## src/rtl/smmw_pkg.sv

```systemverilog
package smmw_pkg;

    localparam int MB_SHIFT = 20;
    localparam int WIN_BITS = 17;
    localparam logic [31:0] HI_BASE = 32'hFEDA_0000;
    localparam logic [31:0] LO_BASE = 32'h000A_0000;
    localparam logic [7:0]  FIXED_ONES = 8'h38;

    typedef enum logic [1:0] {
        SZ_1M   = 2'b00,
        SZ_2M   = 2'b01,
        SZ_8M   = 2'b10,
        SZ_RSVD = 2'b11
    } seg_size_e;

    typedef struct packed {
        logic      hi_en;
        logic      viol;
        seg_size_e seg_sz;
        logic      seg_en;
    } ctl_t;

    function automatic logic [3:0] seg_mb(seg_size_e code);
        case (code)
            SZ_1M:   return 4'd1;
            SZ_2M:   return 4'd2;
            SZ_8M:   return 4'd8;
            default: return 4'd0;
        endcase
    endfunction

endpackage

```

## src/rtl/smmw_ctl_reg.sv

```systemverilog
module smmw_ctl_reg
    import smmw_pkg::*;
(
    input  logic       clk,
    input  logic       rst,
    input  logic       lock_in,
    input  logic       we,
    input  logic [7:0] wdata,
    input  logic       viol_set,
    output ctl_t       ctl,
    output logic [7:0] rdata
);
    logic locked;
    logic lock_now;
    logic unused_wd;

    assign lock_now  = locked | lock_in;
    assign unused_wd = ^wdata[5:3];

    always_ff @(posedge clk) begin
        if (rst) begin
            locked     <= 1'b0;
            ctl.hi_en  <= 1'b0;
            ctl.viol   <= 1'b0;
            ctl.seg_sz <= SZ_1M;
            ctl.seg_en <= 1'b0;
        end else begin
            locked   <= lock_now;
            ctl.viol <= viol_set | (ctl.viol & ~(we & wdata[6]));
            if (we && !lock_now) begin
                ctl.hi_en  <= wdata[7];
                ctl.seg_sz <= seg_size_e'(wdata[2:1]);
                ctl.seg_en <= wdata[0];
            end
        end
    end

    assign rdata = FIXED_ONES | {ctl.hi_en, ctl.viol, 3'b000, ctl.seg_sz, ctl.seg_en};

endmodule

```

## src/rtl/smmw_hi_alias.sv

```systemverilog
module smmw_hi_alias
    import smmw_pkg::*;
#(
    parameter int ADDR_W = 32
) (
    input  logic              en,
    input  logic [ADDR_W-1:0] addr,
    output logic              hit,
    output logic [ADDR_W-1:0] addr_out
);
    localparam int TAG_W = ADDR_W - WIN_BITS;
    localparam logic [ADDR_W-1:0] HI_B = ADDR_W'(HI_BASE);
    localparam logic [ADDR_W-1:0] LO_B = ADDR_W'(LO_BASE);

    assign hit = en && (addr[ADDR_W-1:WIN_BITS] == HI_B[ADDR_W-1:WIN_BITS]);

    always_comb begin
        addr_out = addr;
        if (hit) begin
            addr_out = {LO_B[ADDR_W-1:WIN_BITS], addr[WIN_BITS-1:0]};
        end
    end

    logic unused_tag;
    assign unused_tag = ^{HI_B[WIN_BITS-1:0], LO_B[WIN_BITS-1:0], TAG_W[0]};

endmodule

```

## src/rtl/smmw_seg_dec.sv

```systemverilog
module smmw_seg_dec
    import smmw_pkg::*;
#(
    parameter int ADDR_W = 32,
    parameter int GFX_W  = 8
) (
    input  logic              act,
    input  seg_size_e         code,
    input  logic [ADDR_W-1:0] tolum,
    input  logic [GFX_W-1:0]  gfx_mb,
    input  logic [ADDR_W-1:0] addr,
    output logic              hit
);
    logic [ADDR_W-1:0] seg_top;
    logic [ADDR_W-1:0] seg_len;
    logic [ADDR_W-1:0] seg_base;

    assign seg_top  = tolum - (ADDR_W'(gfx_mb) << MB_SHIFT);
    assign seg_len  = ADDR_W'(seg_mb(code)) << MB_SHIFT;
    assign seg_base = seg_top - seg_len;

    assign hit = act && (code != SZ_RSVD) && (addr >= seg_base) && (addr < seg_top);

endmodule

```

## src/rtl/smm_window_decode.sv

```systemverilog
module smm_window_decode
    import smmw_pkg::*;
#(
    parameter int ADDR_W = 32,
    parameter int GFX_W  = 8
) (
    input  logic              clk,
    input  logic              rst,
    input  logic              lock_in,
    input  logic              glob_en,
    input  logic              open_ovr,
    input  logic [ADDR_W-1:0] tolum,
    input  logic [GFX_W-1:0]  gfx_mb,
    input  logic              cfg_we,
    input  logic [7:0]        cfg_wdata,
    output logic [7:0]        cfg_rdata,
    input  logic              req_valid,
    input  logic [ADDR_W-1:0] req_addr,
    input  logic              req_smm,
    output logic [ADDR_W-1:0] rsp_addr,
    output logic              to_dram,
    output logic              to_down
);
    ctl_t ctl;
    logic hi_hit;
    logic seg_hit;
    logic viol_set;

    smmw_ctl_reg u_reg (
        .clk      (clk),
        .rst      (rst),
        .lock_in  (lock_in),
        .we       (cfg_we),
        .wdata    (cfg_wdata),
        .viol_set (viol_set),
        .ctl      (ctl),
        .rdata    (cfg_rdata)
    );

    smmw_hi_alias #(.ADDR_W(ADDR_W)) u_hi (
        .en       (glob_en & ctl.hi_en),
        .addr     (req_addr),
        .hit      (hi_hit),
        .addr_out (rsp_addr)
    );

    smmw_seg_dec #(.ADDR_W(ADDR_W), .GFX_W(GFX_W)) u_seg (
        .act    (glob_en & ctl.seg_en),
        .code   (ctl.seg_sz),
        .tolum  (tolum),
        .gfx_mb (gfx_mb),
        .addr   (req_addr),
        .hit    (seg_hit)
    );

    assign viol_set = req_valid & ~req_smm & ~open_ovr & (hi_hit | seg_hit);
    assign to_down  = req_valid & seg_hit & ~req_smm;
    assign to_dram  = req_valid & ~to_down;

endmodule

```

## config.mk

```make
export PLATFORM = sky130hd
export DESIGN_NAME = smm_window_decode
export DESIGN_NICKNAME = d
export VERILOG_FILES = /design/src/rtl/smmw_pkg.sv /design/src/rtl/smmw_ctl_reg.sv /design/src/rtl/smmw_hi_alias.sv /design/src/rtl/smmw_seg_dec.sv /design/src/rtl/smm_window_decode.sv
export SDC_FILE = /design/constraint.sdc
export NUM_CORES = 1
export LEC_CHECK = 0
export ABC_AREA = 1
export BUFFER_PORTS_ARGS = -buffer_cell sky130_fd_sc_hd__buf_2
export CORE_MARGIN = 5
export CORE_UTILIZATION = 47
export DETAILED_ROUTE_END_ITERATION = 10
export PLACE_DENSITY = 0.9
export SETUP_SLACK_MARGIN = 0.4
export SLEW_MARGIN = 5
export SYNTH_ARGS = -nofsm -noshare
export SYNTH_HDL_FRONTEND = slang
export SYNTH_SLANG_ARGS = --single-unit
```

## constraint.sdc

```tcl
create_clock -name clk -period 6.4 [get_ports clk]
set_clock_uncertainty 0.05 [all_clocks]
set_input_delay 0.96 -clock clk [delete_from_list [all_inputs] [get_ports clk]]
set_output_delay 0.96 -clock clk [all_outputs]
set_load 0.01 [all_outputs]
```

==> results.sh <==
export IMPL_status="completed"
export IMPL_die_area_um2=6790
export IMPL_route_detailed_drc=0
export IMPL_vias=2826
export IMPL_slowest_stage="fa_1"
export IMPL_dpl_hpwl_um=6170
export IMPL_syn_area_per_cell_um2=6.19
export IMPL_crit_fanout=3
export IMPL_ys_seq_area_share_pct=4.88
export IMPL_slew_violations=0
export IMPL_area_growth_pct=28.0
export IMPL_portBuffers=123
export IMPL_syn_inst=398
export IMPL_viasPerCell=4.88
export IMPL_dp_cells=568
export IMPL_cts_sinks=6
export IMPL_clock_latency_ns=0.22
export IMPL_diodes=0
export IMPL_hold_class="flip-flop to flip-flop"
export IMPL_finalNonFillerCells=579
export IMPL_hold_start="u_reg.ctl[3]"
export IMPL_hold_path_end="u_reg.ctl[3]"
export IMPL_syn_cell_area_um2=2460
export IMPL_synth_edf_count=0
export IMPL_ant_nets=0
export IMPL_ys_warn_count=0
export IMPL_slowest_delay_ns=0.55
export IMPL_clk_pin_slew_ns=0.04
export IMPL_setup_tns_ns=0
export IMPL_synth_area_leaders="ha_1 (26%), nand2_1 (13%), inv_1 (12%)"
export IMPL_postCtsHoldBufs=0
export IMPL_ioPinCount=130
export IMPL_ir_worst_vdd_v=0.0000678
export IMPL_finalSetupViolCount=0
export IMPL_r2r_start="u_reg.ctl[1]"
export IMPL_grt_pass1_vias=2705
export IMPL_core_um2=5110
export IMPL_ys_flop_type="dfxtp_1"
export IMPL_cts_tree="built"
export IMPL_wirelength_um=6830
export IMPL_reg2reg_slack_ns=2.55
export IMPL_yosys_area_top_type="ha_1"
export IMPL_start_util_pct=48.2
export IMPL_htreeDepth=1
export IMPL_yosys_cell_types_count=36
export IMPL_drt_initial_drc_count=65
export IMPL_grt_overflow_total=0
export IMPL_dieWidth_um=82.4
export IMPL_endpoint_kind="output port"
export IMPL_min_path_cells=2
export IMPL_fmax_mhz=173
export IMPL_finalHoldViolCount=0
export IMPL_yosysTopAreaCellShare_pct=25.9
export IMPL_r2r_end="u_reg.ctl[3]"
export IMPL_cts_buffer_depth=2
export IMPL_grt_max_degree=11
export IMPL_maxCapViolCount=0
export IMPL_rows=26
export IMPL_antenna_found_initial=0
export IMPL_synth_common_cells="nand2_1 (88), inv_1 (77), ha_1 (51)"
export IMPL_synthArstFlopShare_pct=0
export IMPL_timing_final_crit_share_pct=90.4
export IMPL_crit_top_cell="nand2_1"
export IMPL_numCtsBuffers=3
export IMPL_cp_required_ns=5.39
export IMPL_place_gp_congestion=0.819
export IMPL_first_pass_iters=4
export IMPL_critPathKind="input port to output port"
export IMPL_grt_pass1_wl_um=10900
export IMPL_final_nets=652
export IMPL_drive_gt1_share_pct=32.0
export IMPL_leakagePower_nw=1.91
export IMPL_cts_root_buf="clkbuf_8"
export IMPL_crit_path_start_kind="input port"
export IMPL_p_per_area_nw_per_um2=126
export IMPL_grt_usage_pct=19.6
export IMPL_yosysMostFrequentCell="nand2_1"
export IMPL_p_total_uw=397
export IMPL_drt_wirelength_per_cell_um=11.8
export IMPL_rr_worst_depth=25
export IMPL_nFillCells=472
export IMPL_crit_arrival_ns=4.78
export IMPL_ys_ff_latch=6
export IMPL_die_h_um=82.4
export IMPL_min_period_ns=5.79
export IMPL_rsz0062_at_grt="yes"
==> layer usage <==
layer / global-route usage (%) / up-vias / part of all wire, %
li1: - / 1472 / -
met1: 20.8 / 1239 / 38
met2: 39.3 / 109 / 51
met3: 3.15 / 6 / 9.6
met4: 4.82 / 0 / 0.70
met5: 0 / - / 0
==> cell families (layout without fill, tap and decap cells) <==
family	after synthesis	count (layout)	share of synthesized area, %
DFF	6	6	4.88
xor gates and xnor gates	16	16	6.30
and+or+nand+nor	170	170	30.8
buffers and inverters	105	214	19.0
other	1	3	0.152
adders and majority gates	53	53	27.5
AOI/OAI and AO/OA	47	47	11.3
==> cells in the final DEF (no fill, tap or decap), drive strengths merged <==
master / n
buf: 131
nand2: 96
inv: 79
ha: 51
nor2: 37
a21oi: 31
nand3: 15
xor2: 11
nand4: 9
o21ai: 8
nor3: 7
dfxtp: 6
xnor2: 5
nor4: 4
conb: 3
clkbuf: 3
o21bai: 2
o21a: 2
fa: 2
nor3b: 1
clkinv: 1
a31oi: 1
nor4b: 1
o211ai: 1
o221ai: 1
a211oi: 1
==> layout make-up <==
class	count	area [um2]	area share [%]
clock buffer	3	41.3	1.31
sequential	6	120	3.81
tap	70	87.6	2.78
timing repair buffer	131	682	21.6
multi-input combinational	289	1920	60.9
inverter	80	303	9.60
==> worst max path at each step <==
stage,from,endpoint,slack (ns),cells after the start
after global routing,tolum[20],to_dram,0.30,27
after floorplan,tolum[20],to_down,1.02,24
after global placement,tolum[20],to_dram,0.53,27
after detailed placement,tolum[20],to_dram,0.41,27
after CTS,tolum[20],to_dram,0.47,27
final,tolum[20],to_dram,0.61,27
==> registers in the layout, indices dropped and copies added, names as in the netlist <==
name,cells
u_reg.ctl,5
u_reg.locked,1
==> stage by stage <==
step	hold WS (ns)	utilization (%)	setup WS (ns)	area [um2]
detailed placement	0.421	58.8	0.405	3010
CTS	0.427	59.8	0.467	3050
finish	0.426	61.7	0.613	3150
floorplan	0.372	-	1.02	2470
global placement	0.387	58.8	0.525	3010
global route	0.461	61.7	0.300	3150
==> critical path, delay by kind of cell <==
| kind | cells | cell delay [ns] |
|---|---|---|
| and+or+nand+nor | 13 | 1.61 |
| xor gates and xnor gates | 1 | 0.16 |
| buffers and inverters | 6 | 0.44 |
| AOI/OAI and AO/OA | 3 | 0.38 |
| adders and majority gates | 4 | 1.23 |
==> report_power, final <==
| part | switching (mW) | internal, mW |
|---|---|---|
| Clock | 0.0156 | 0.0404 |
| Combinational | 0.170 | 0.130 |
| Sequential | 0.00160 | 0.0393 |
==> what timing repair did <==
action,CTS,global route
setup buffers,0,8
endpoints found under the setup margin,1,2
pin swaps,0,19
resized for setup,1,13
No activity file was read; power rests on OpenSTA's default activity.
